<file path="src/rtl/adc_seq_pkg.sv">
// Package: shared layout of the converter control word and sequencer states.
// Assumes a 12-bit bus with the control byte carried on the low 8 bits.
package adc_seq_pkg;

    localparam int BUS_W  = 12;
    localparam int CHAN_W = 3;
    localparam int PD_W   = 2;
    localparam int CLK_W  = 2;

    // Control byte layout: clock select, acquisition flag, power-down, channel.
    typedef struct packed {
        logic [CLK_W-1:0]  clk_sel;
        logic              acq;
        logic [PD_W-1:0]   pd;
        logic [CHAN_W-1:0] chan;
    } ctrl_byte_t;

    localparam int CTRL_W = $bits(ctrl_byte_t);

    typedef enum logic [3:0] {
        ST_IDLE,
        ST_W1_LOW,
        ST_W1_HOLD,
        ST_ACQ,
        ST_W2_LOW,
        ST_W2_HOLD,
        ST_WAIT,
        ST_READ
    } seq_state_t;

endpackage

</file>
<file path="src/rtl/adc_seq_cnt.sv">
// Module: loadable down-counter shared by every timed phase of the sequencer.
// Assumes load has priority. The counter saturates at zero, never wrapping.
module adc_seq_cnt #(
    parameter int W = 8
) (
    input  logic         clk,
    input  logic         rst_n,
    input  logic         load_i,
    input  logic [W-1:0] val_i,
    output logic         zero_o
);

    logic [W-1:0] cnt_q;

    // Load a new phase length or count down toward zero.
    always_ff @(posedge clk) begin
        if (!rst_n) begin
            cnt_q <= '0;
        end else if (load_i) begin
            cnt_q <= val_i;
        end else if (cnt_q != '0) begin
            cnt_q <= cnt_q - W'(1);
        end
    end

    assign zero_o = (cnt_q == '0);

    // Phase lengths rely on the count only moving down between loads.
    assert_cnt_no_wrap_R4: assert property (@(posedge clk) disable iff (!rst_n)
        !load_i |=> (cnt_q <= $past(cnt_q)));

endmodule

</file>
<file path="src/rtl/adc_seq_enc.sv">
// Module: forms the 12-bit bus word for one control byte.
// Assumes upper bus bits are unused during writes and driven as zero.
module adc_seq_enc
    import adc_seq_pkg::*;
#(
    parameter logic [CLK_W-1:0] CLK_SEL = 2'b10,
    parameter bit               ACQ_BIT = 1'b1
) (
    input  logic [CHAN_W-1:0] chan_i,
    input  logic [PD_W-1:0]   pd_i,
    output logic [BUS_W-1:0]  word_o
);

    ctrl_byte_t cb;

    // Pack the fields into the control byte and zero-extend to the bus.
    always_comb begin
        cb.clk_sel = CLK_SEL;
        cb.acq     = ACQ_BIT;
        cb.pd      = pd_i;
        cb.chan    = chan_i;
        word_o     = BUS_W'(cb);
    end

endmodule

</file>
<file path="src/rtl/adc_acq_seq.sv">
// Module: host-side sequencer for a parallel converter in split-acquisition use.
// It makes two writes (acquire, then convert), waits for the active-low
// completion line with a timeout, then makes one read and returns the word.
// Assumes int_n_i is already synchronous to clk and every *_CYC parameter is >= 1.
module adc_acq_seq
    import adc_seq_pkg::*;
#(
    parameter int               WR_CYC   = 2,
    parameter int               HOLD_CYC = 1,
    parameter int               RD_CYC   = 2,
    parameter int               ACQ_W    = 8,
    parameter int               TMO_W    = 12,
    parameter logic [CLK_W-1:0] CLK_SEL  = 2'b10
) (
    input  logic               clk,
    input  logic               rst_n,
    input  logic               start_i,
    input  logic [2:0]         chan_i,
    input  logic [1:0]         pd_i,
    input  logic [ACQ_W-1:0]   acq_len_i,
    input  logic [TMO_W-1:0]   tmo_i,
    input  logic               int_n_i,
    input  logic [11:0]        bus_i,
    output logic [11:0]        bus_o,
    output logic               bus_oe_o,
    output logic               cs_n_o,
    output logic               wr_n_o,
    output logic               rd_n_o,
    output logic               busy_o,
    output logic [11:0]        result_o,
    output logic               valid_o,
    output logic               tmo_err_o
);

    localparam int FLD_W = (ACQ_W > TMO_W) ? ACQ_W : TMO_W;
    localparam int CYC_W = $clog2(WR_CYC + HOLD_CYC + RD_CYC + 1);
    localparam int CNT_W = (FLD_W > CYC_W) ? FLD_W : CYC_W;
    localparam logic [CNT_W-1:0] WR_LD   = CNT_W'(WR_CYC - 1);
    localparam logic [CNT_W-1:0] HOLD_LD = CNT_W'(HOLD_CYC - 1);
    localparam logic [CNT_W-1:0] RD_LD   = CNT_W'(RD_CYC - 1);

    seq_state_t           state_q, state_d;
    logic [CHAN_W-1:0]    chan_q;
    logic [PD_W-1:0]      pd_q;
    logic [ACQ_W-1:0]     acq_q;
    logic [TMO_W-1:0]     tmo_q;
    logic                 ld;
    logic [CNT_W-1:0]     ld_val;
    logic                 cnt_zero;
    logic                 capture, expire;
    logic [BUS_W-1:0]     word [2];
    logic                 in_w1, in_w2;

    // One encoder per write phase: index 0 acquires, index 1 converts.
    for (genvar g = 0; g < 2; g++) begin : g_enc
        adc_seq_enc #(.CLK_SEL(CLK_SEL), .ACQ_BIT(g == 0)) i_enc (
            .chan_i (chan_q),
            .pd_i   (pd_q),
            .word_o (word[g])
        );
    end

    adc_seq_cnt #(.W(CNT_W)) i_cnt (
        .clk    (clk),
        .rst_n  (rst_n),
        .load_i (ld),
        .val_i  (ld_val),
        .zero_o (cnt_zero)
    );

    // Next-state, counter reload and end-of-sequence events.
    always_comb begin
        state_d = state_q;
        ld      = 1'b0;
        ld_val  = '0;
        capture = 1'b0;
        expire  = 1'b0;
        case (state_q)
            ST_IDLE: if (start_i) begin
                state_d = ST_W1_LOW; ld = 1'b1; ld_val = WR_LD;
            end
            ST_W1_LOW: if (cnt_zero) begin
                state_d = ST_W1_HOLD; ld = 1'b1; ld_val = HOLD_LD;
            end
            ST_W1_HOLD: if (cnt_zero) begin
                ld = 1'b1;
                if (acq_q == '0) begin
                    state_d = ST_W2_LOW; ld_val = WR_LD;
                end else begin
                    state_d = ST_ACQ; ld_val = CNT_W'(acq_q) - CNT_W'(1);
                end
            end
            ST_ACQ: if (cnt_zero) begin
                state_d = ST_W2_LOW; ld = 1'b1; ld_val = WR_LD;
            end
            ST_W2_LOW: if (cnt_zero) begin
                state_d = ST_W2_HOLD; ld = 1'b1; ld_val = HOLD_LD;
            end
            ST_W2_HOLD: if (cnt_zero) begin
                state_d = ST_WAIT; ld = 1'b1;
                ld_val = (tmo_q == '0) ? '0 : CNT_W'(tmo_q) - CNT_W'(1);
            end
            ST_WAIT: begin
                if (!int_n_i) begin
                    state_d = ST_READ; ld = 1'b1; ld_val = RD_LD;
                end else if (cnt_zero) begin
                    state_d = ST_IDLE; expire = 1'b1;
                end
            end
            ST_READ: if (cnt_zero) begin
                state_d = ST_IDLE; capture = 1'b1;
            end
            default: state_d = ST_IDLE;
        endcase
    end

    // State register.
    always_ff @(posedge clk) begin
        if (!rst_n) state_q <= ST_IDLE;
        else        state_q <= state_d;
    end

    // Latch the request fields only when a start is accepted in idle.
    always_ff @(posedge clk) begin
        if (!rst_n) begin
            chan_q <= '0;
            pd_q   <= '0;
            acq_q  <= '0;
            tmo_q  <= '0;
        end else if (state_q == ST_IDLE && start_i) begin
            chan_q <= chan_i;
            pd_q   <= pd_i;
            acq_q  <= acq_len_i;
            tmo_q  <= tmo_i;
        end
    end

    // Capture the read word and raise the one-cycle result and error strobes.
    always_ff @(posedge clk) begin
        if (!rst_n) begin
            result_o  <= '0;
            valid_o   <= 1'b0;
            tmo_err_o <= 1'b0;
        end else begin
            valid_o   <= capture;
            tmo_err_o <= expire;
            if (capture) result_o <= bus_i;
        end
    end

    // Bus strobes decoded from the registered state.
    always_comb begin
        in_w1    = (state_q == ST_W1_LOW) || (state_q == ST_W1_HOLD);
        in_w2    = (state_q == ST_W2_LOW) || (state_q == ST_W2_HOLD);
        bus_oe_o = in_w1 || in_w2;
        wr_n_o   = !((state_q == ST_W1_LOW) || (state_q == ST_W2_LOW));
        rd_n_o   = !(state_q == ST_READ);
        cs_n_o   = !(bus_oe_o || (state_q == ST_READ));
        busy_o   = (state_q != ST_IDLE);
        bus_o    = in_w1 ? word[0] : (in_w2 ? word[1] : '0);
    end

    assert_wr_rd_excl_R5: assert property (@(posedge clk) disable iff (!rst_n)
        !(!wr_n_o && !rd_n_o));
    assert_drive_in_write_R5: assert property (@(posedge clk) disable iff (!rst_n)
        !wr_n_o |-> (bus_oe_o && !cs_n_o));
    assert_release_in_read_R7: assert property (@(posedge clk) disable iff (!rst_n)
        !rd_n_o |-> !bus_oe_o);
    assert_valid_pulse_R7: assert property (@(posedge clk) disable iff (!rst_n)
        valid_o |=> !valid_o);
    assert_err_excl_R8: assert property (@(posedge clk) disable iff (!rst_n)
        !(valid_o && tmo_err_o));
    assert_fields_frozen_R9: assert property (@(posedge clk) disable iff (!rst_n)
        (busy_o && $past(busy_o)) |-> ($stable(chan_q) && $stable(pd_q) && $stable(acq_q)));
    assert_idle_quiet_R10: assert property (@(posedge clk) disable iff (!rst_n)
        !busy_o |-> (cs_n_o && wr_n_o && rd_n_o && !bus_oe_o));

endmodule

</file>
<file path="config.mk">
export PLATFORM = sky130hd
export DESIGN_NAME = adc_acq_seq
export DESIGN_NICKNAME = d
export VERILOG_FILES = /design/src/rtl/adc_seq_pkg.sv /design/src/rtl/adc_seq_cnt.sv /design/src/rtl/adc_seq_enc.sv /design/src/rtl/adc_acq_seq.sv
export SDC_FILE = /design/constraint.sdc
export NUM_CORES = 1
export LEC_CHECK = 0
export BUFFER_PORTS_ARGS = -buffer_cell sky130_fd_sc_hd__clkbuf_2
export CAP_MARGIN = 20
export CORE_MARGIN = 2
export CORE_UTILIZATION = 31
export CTS_CLUSTER_SIZE = 28
export DETAILED_ROUTE_END_ITERATION = 12
export SLEW_MARGIN = 20
export SYNTH_ARGS = -nofsm -noshare
export SYNTH_HDL_FRONTEND = slang
export SYNTH_SLANG_ARGS = --single-unit
</file>
<file path="constraint.sdc">
create_clock -name clk -period 1.8 [get_ports clk]
set_input_delay 0.36 -clock clk [delete_from_list [all_inputs] [get_ports clk]]
set_output_delay 0.36 -clock clk [all_outputs]
set_load 0.01 [all_outputs]
</file>
Word-level counts from Yosys, hierarchy flattened
Cells that the tools add are included.
{ "totals": {"register_bits": 55, "in_bits": 41, "output_inout_bits": 31, "word_cells": 71} }
{ "classes": {"add_sub_neg": 3, "n_eq_ne": 13, "muxes": 27, "n_reduce_logical": 19} }
{ "ops": {"columns": ["operator", "n"], "rows": [
  ["12-bit 2-to-1 mux", 6],
  ["12-bit one-hot mux with 5 select lines", 1],
  ["4-bit 2-to-1 mux", 8],
  ["4-bit one-hot mux with 8 select lines", 1],
  ["12-bit logical NOT", 2],
  ["12-bit by 1-bit subtractor with 12-bit output (second input constant)", 2],
  ["4-bit by 3-bit == test with 1-bit output (second input constant)", 4],
  ["8-bit 2-to-1 mux", 2],
  ["2-bit != test (second input constant)", 6],
  ["12-bit nonzero test", 1],
  ["8-bit by 1-bit subtractor with 9-bit output (second input constant)", 1],
  ["4-bit by 2-bit == test with 1-bit output (second input constant)", 2],
  ["8-bit logical NOT", 1],
  ["1-bit 2-to-1 mux", 7],
  ["6-bit AND reduction", 1],
  ["1-bit logical OR", 5],
  ["5-bit OR reduction", 1],
  ["4-bit by 1-bit == test with 1-bit output (second input constant)", 1],
  ["4-bit logical NOT", 1],
  ["4-bit nonzero test", 1],
  ["1-bit logical NOT", 3],
  ["3-bit 2-to-1 mux", 1],
  ["1-bit one-hot mux with 3 select lines", 1],
  ["3-bit AND reduction", 1],
  ["other kinds (2)", 2]
]} }

Logic depth before layout (Yosys ltp)
{ "depth": {"depth_word": 5, "depth_mapped": 8} }

Modules after synthesis
From an unflattened synthesis, not the netlist that was laid out.
{ "unflattened": {"hier_cells": 421, "hier_area_um2": 3369.5} }
{ "by_module_without_submodules": {"columns": ["module", "n_inst", "cells_per_inst", "area_each_um2"], "rows": [
  ["adc_acq_seq", 1, 312, 2486.1],
  ["adc_seq_cnt", 1, 81, 688.2],
  ["adc_seq_enc", 2, 14, 97.6]
]} }

Least setup slack after synthesis
Ideal clock, no wire load.
{ "synth_path": {"path_kind": "reg2out", "startpoint": "reg state_q[1]", "endpoint": "out bus_o[0]", "t_arrival_ns": 1.556, "t_required_ns": 1.440, "setup_slack_ns": -0.116, "path_stages_with_launch": 7, "n_path_buf": 2, "cell_sequence": "dfxtp_1 > buf_2 > buf_1 > inv_1 > nor2_1 > nor3_1 > and2_1"} }
{ "synth_via": {"elab_chain_len": 4, "elab_cells_between_ends": 8} }
{ "synth_lines": {"columns": ["item", "line_no", "source"], "rows": [
  ["from (decl)", "adc_acq_seq.sv:42", "seq_state_t state_q, state_d;"],
  ["from (signal assigned)", "adc_acq_seq.sv:120", "else state_q <= state_d;"],
  ["4-bit by 3-bit == test with 1-bit output", "adc_acq_seq.sv:154", "in_w2 = (state_q == ST_W2_LOW) || (state_q == ST_W2_HOLD);"],
  ["1-bit logical OR", "adc_acq_seq.sv:154", null],
  ["8-bit 2-to-1 mux", "adc_acq_seq.sv:160", "bus_o = in_w1 ? word[0] : (in_w2 ? word[1] : '0);"],
  ["8-bit 2-to-1 mux (*)", "adc_acq_seq.sv:160", null],
  ["to (decl)", "adc_acq_seq.sv:24", "output logic [11:0] bus_o,"]
]} }
Every way passes the cells marked *; elsewhere a longest branch is shown, timed or not.

Worst setup path in the final report
{ "layout_path": {"startpoint": "reg acq_q[0]", "endpoint": "reg i_cnt.cnt_q[7]"} }
{ "layout_via": {"elab_chain_len": 5, "elab_cells_between_ends": 6} }
{ "layout_lines": {"columns": ["item", "line_no", "source"], "rows": [
  ["from (decl)", "adc_acq_seq.sv:45", "logic [ACQ_W-1:0] acq_q;"],
  ["from (signal assigned)", "adc_acq_seq.sv:133", "acq_q <= acq_len_i;"],
  ["8-bit by 1-bit subtractor with 9-bit output or 8-bit logical NOT (tied branches)", "adc_acq_seq.sv:90, adc_acq_seq.sv:87", null],
  ["12-bit 2-to-1 mux (*)", "adc_acq_seq.sv:87", "if (acq_q == '0) begin"],
  ["12-bit 2-to-1 mux (*)", "adc_acq_seq.sv:85", "ST_W1_HOLD: if (cnt_zero) begin"],
  ["12-bit one-hot mux with 5 select lines (*)", "adc_acq_seq.sv:78", "case (state_q)"],
  ["12-bit 2-to-1 mux (*)", "adc_seq_cnt.sv:19", "end else if (load_i) begin"],
  ["to (signal assigned)", "adc_seq_cnt.sv:20", "cnt_q <= val_i;"],
  ["to (signal assigned)", "adc_seq_cnt.sv:22", "cnt_q <= cnt_q - W'(1);"],
  ["to (decl)", "adc_seq_cnt.sv:13", "logic [W-1:0] cnt_q;"]
]} }
Marked as above.
A chain may end at the register's enable or synchronous reset.

==> flow_summary.json <==
{
  "hpwl_mm": 6.08,
  "fin_tns_setup_ns": -0.0201,
  "fin_skew_ns": 0.0197,
  "detail_route.vias_per_cell": 4.82,
  "relSlewSlack_pct": 66.4,
  "fin_crit_sh_pct": 101,
  "finalHoldViolations": 0,
  "htree_levels": 2,
  "antenna_found_initial": 0,
  "start_util_pct": 31.7,
  "crit_start": "acq_q[0]",
  "num_rows": 36,
  "clk_pin_slew_ns": 0.11,
  "syn_inst": 384,
  "ir_drop_mv": 0.532,
  "fin_crit_ns": 1.82,
  "r2r_start": "acq_q[0]",
  "netlist_area_um2": 3090,
  "n_antenna_cell": 0,
  "status": "finished, violations left",
  "slowest_delay_ns": 0.56,
  "ys.flop_type": "dfxtp_1",
  "final_cell_area_um2": 4370,
  "drive_gt1_share_pct": 39.3,
  "finalMaxSlewViolations": 0,
  "wl_per_cell_um": 13.2,
  "ys_ff_latch": 55,
  "fmax_mhz": 550,
  "critical_path_buf_inv_count": 0,
  "yosysUniqueCellTypes": 58,
  "port_buffers": 66,
  "async_reset_ff_share_pct": 0,
  "route.detailed.drc": 0,
  "grt_max_degree": 27,
  "n_fill_cell": 997,
  "cellPowerDensity_nw_per_um2": 919,
  "drt_first_pass_iters": 4,
  "synth_edf_count": 0,
  "clk_latency_ns": 0.32,
  "num-nets-final": 547,
  "setup_violations": 2,
  "post-route-util_pct": 44.9,
  "crit_type": "flip-flop to flip-flop",
  "numClockSinks": 55,
  "ys.warnings.count": 0,
  "start_kind": "flip-flop",
  "min_path_type": "input port to flip-flop",
  "power_w": 0.00401,
  "cts_tree": "built",
  "crit_fanout": 3,
  "leakagePower_nw": 1.83,
  "core-area_um2": 9730,
  "cts-root-buf": "clkbuf_8",
  "multiInputGateArea_um2": 2010,
  "routed_wl_mm": 8.34,
  "slowest_stage": "or4_4",
  "ant_nets": 0,
  "fin_ws_ns": -0.0166,
  "drv_cap": 0,
  "syn-mean-instance-area_um2": 8.04,
  "die_w_um": 104,
  "dieArea_um2": 10800,
  "cpLargestDelayFamily": "simple AND/OR/NAND/NOR gates",
  "cts_buffer_depth": 2,
  "crit_chain": "or4_4 > nor4_4 > mux2i_1 > a2bb2oi_1 > o22ai_1",
  "crit_path_end_kind": "flip-flop",
  "grt_remaining_overflow": 0,
  "required_ns": 1.99,
  "rsz0062_at_grt": "true",
  "grt_pass1_vias": 2929,
  "die_y_um": 104,
  "drt_iter0_drc": 187,
  "grt_pass1_wl_mm": 13.8,
  "violations": "setup timing",
  "ys_seq_area_share_pct": 35.7,
  "worst_pin_slew_ns": 0.500,
  "io-pin-count": 72,
  "arrival_ns": 2.01,
  "min-delay-start": "bus_i[4]",
  "placed_area_um2": 3880,
  "vias": 3054,
  "regArea_um2": 1120,
  "syn_to_final_growth_pct": 41.5,
  "track_usage_pct": 15.3,
  "cts_buffers": 5,
  "gp_congestion": 0.838
}
## synth_stat cells (all sizes together), types with 3 or more instances
| cell type | instances | area, um2 |
|---|---|---|
| a21boi | 42 | 315 |
| a21oi | 10 | 53.8 |
| a2bb2oi | 3 | 26.3 |
| and2 | 7 | 43.8 |
| and3 | 6 | 37.5 |
| buf | 13 | 87.6 |
| clkbuf | 15 | 57.6 |
| dfxtp | 55 | 1100 |
| ha | 5 | 62.6 |
| inv | 9 | 33.8 |
| nand2 | 84 | 315 |
| nand2b | 4 | 25.0 |
| nand3 | 7 | 35.0 |
| nor2 | 22 | 82.6 |
| nor2b | 3 | 18.8 |
| nor3 | 8 | 40.0 |
| nor3b | 3 | 22.5 |
| nor4 | 9 | 77.6 |
| o21ai | 5 | 25.0 |
| o22ai | 10 | 62.6 |
| or3 | 3 | 18.8 |
| or4 | 3 | 26.3 |
| xnor2 | 18 | 158 |
| xor2 | 6 | 52.6 |
## timing repair
item / 4_1_cts / 5_1_grt
hold buffers: 0 / 0
gates resized for setup: 31 / 68
setup buffers: 10 / 4
endpoints found under the hold margin: 0 / 0
gates cloned: 0 / 2
endpoints found under the setup margin: 31 / 37
pin swaps: 8 / 16
## worst register-to-register path, delay by kind of cell (launching register included)
family             cells  cell delay [ns]
AOI/OAI and AO/OA      2             0.32
DFF                    1             0.34
muxes                  1             0.25
and+or+nand+nor        2             0.79
## layer usage
metal	part of all wire [%]	vias to the layer above	global-route usage, %
met5	0	-	0
met1	47	1405	20.2
met3	4.4	15	2.33
li1	-	1558	-
met2	47	76	25.3
met4	2.1	0	5.50
## placed cells by master (no fill, tap or decap), drive strengths merged, types with 4 or more instances in the layout
cell type,instances
nand2,84
buf,74
clkbuf,64
dfxtp,55
a21boi,42
nor2,22
xnor2,18
o22ai,10
a21oi,10
nor4,9
inv,9
nor3,8
and2,7
nand3,7
xor2,6
conb,6
and3,6
o21ai,5
ha,5
nand2b,4
## layout make-up
cell class              count  share of cell area (%)
clock buffers               5                    1.58
inverters                   9                   0.773
clock inverters             2                   0.859
flip-flops and latches     55                    25.7
multi-input cells         297                    45.9
well taps                 133                    3.81
repair buffers            133                    21.4
## final timing paths
kind / to / slack, ns / depth (start not counted)
worst max-delay path: i_cnt.cnt_q[7] / -0.02 / 5
worst min-delay path: result_o[4] / 0.24 / 3
worst max register to register: i_cnt.cnt_q[7] / -0.02 / 5
worst min register to register: result_o[4] / 0.47 / 2
## cells by family after synthesis
family / synth area share (%)
multiplexers: 0.324
adder cells (fa/ha/maj): 2.03
XOR/XNOR: 6.81
other: 0.121
buffers and inverters: 5.80
flip-flops: 35.7
AND/OR/NAND/NOR: 27.0
AO/OA/AOI/OAI: 22.2
## state kept, by name, summed over array words and instances, names as in the netlist
| name | flops |
|---|---|
| pd_q | 2 |
| acq_q | 8 |
| result_o | 12 |
| valid_o | 1 |
| state_q | 4 |
| tmo_q | 12 |
| tmo_err_o | 1 |
| chan_q | 3 |
| i_cnt.cnt_q | 12 |
## power by group
part | total [W] | switching (W) | leakage, nW | internal (W)
Combinational | 0.00172 | 0.000810 | 1.32 | 0.000912
Sequential | 0.00147 | 0.000130 | 0.453 | 0.00134
Clock | 0.000821 | 0.000413 | 0.0502 | 0.000407
Total | 0.00401 | 0.00135 | 1.83 | 0.00266
## stage by stage
stage	worst slack, ns	std cells	hold slack, ns
2_1_floorplan	0.0190	389	0.439
3_3_place_gp	0.0229	612	0.446
3_5_place_dp	-0.0603	612	0.460
4_1_cts	-0.0415	628	0.259
5_1_grt	-0.0974	634	0.250
6_report	-0.0166	634	0.244
No activity file was read; power rests on OpenSTA's default activity.
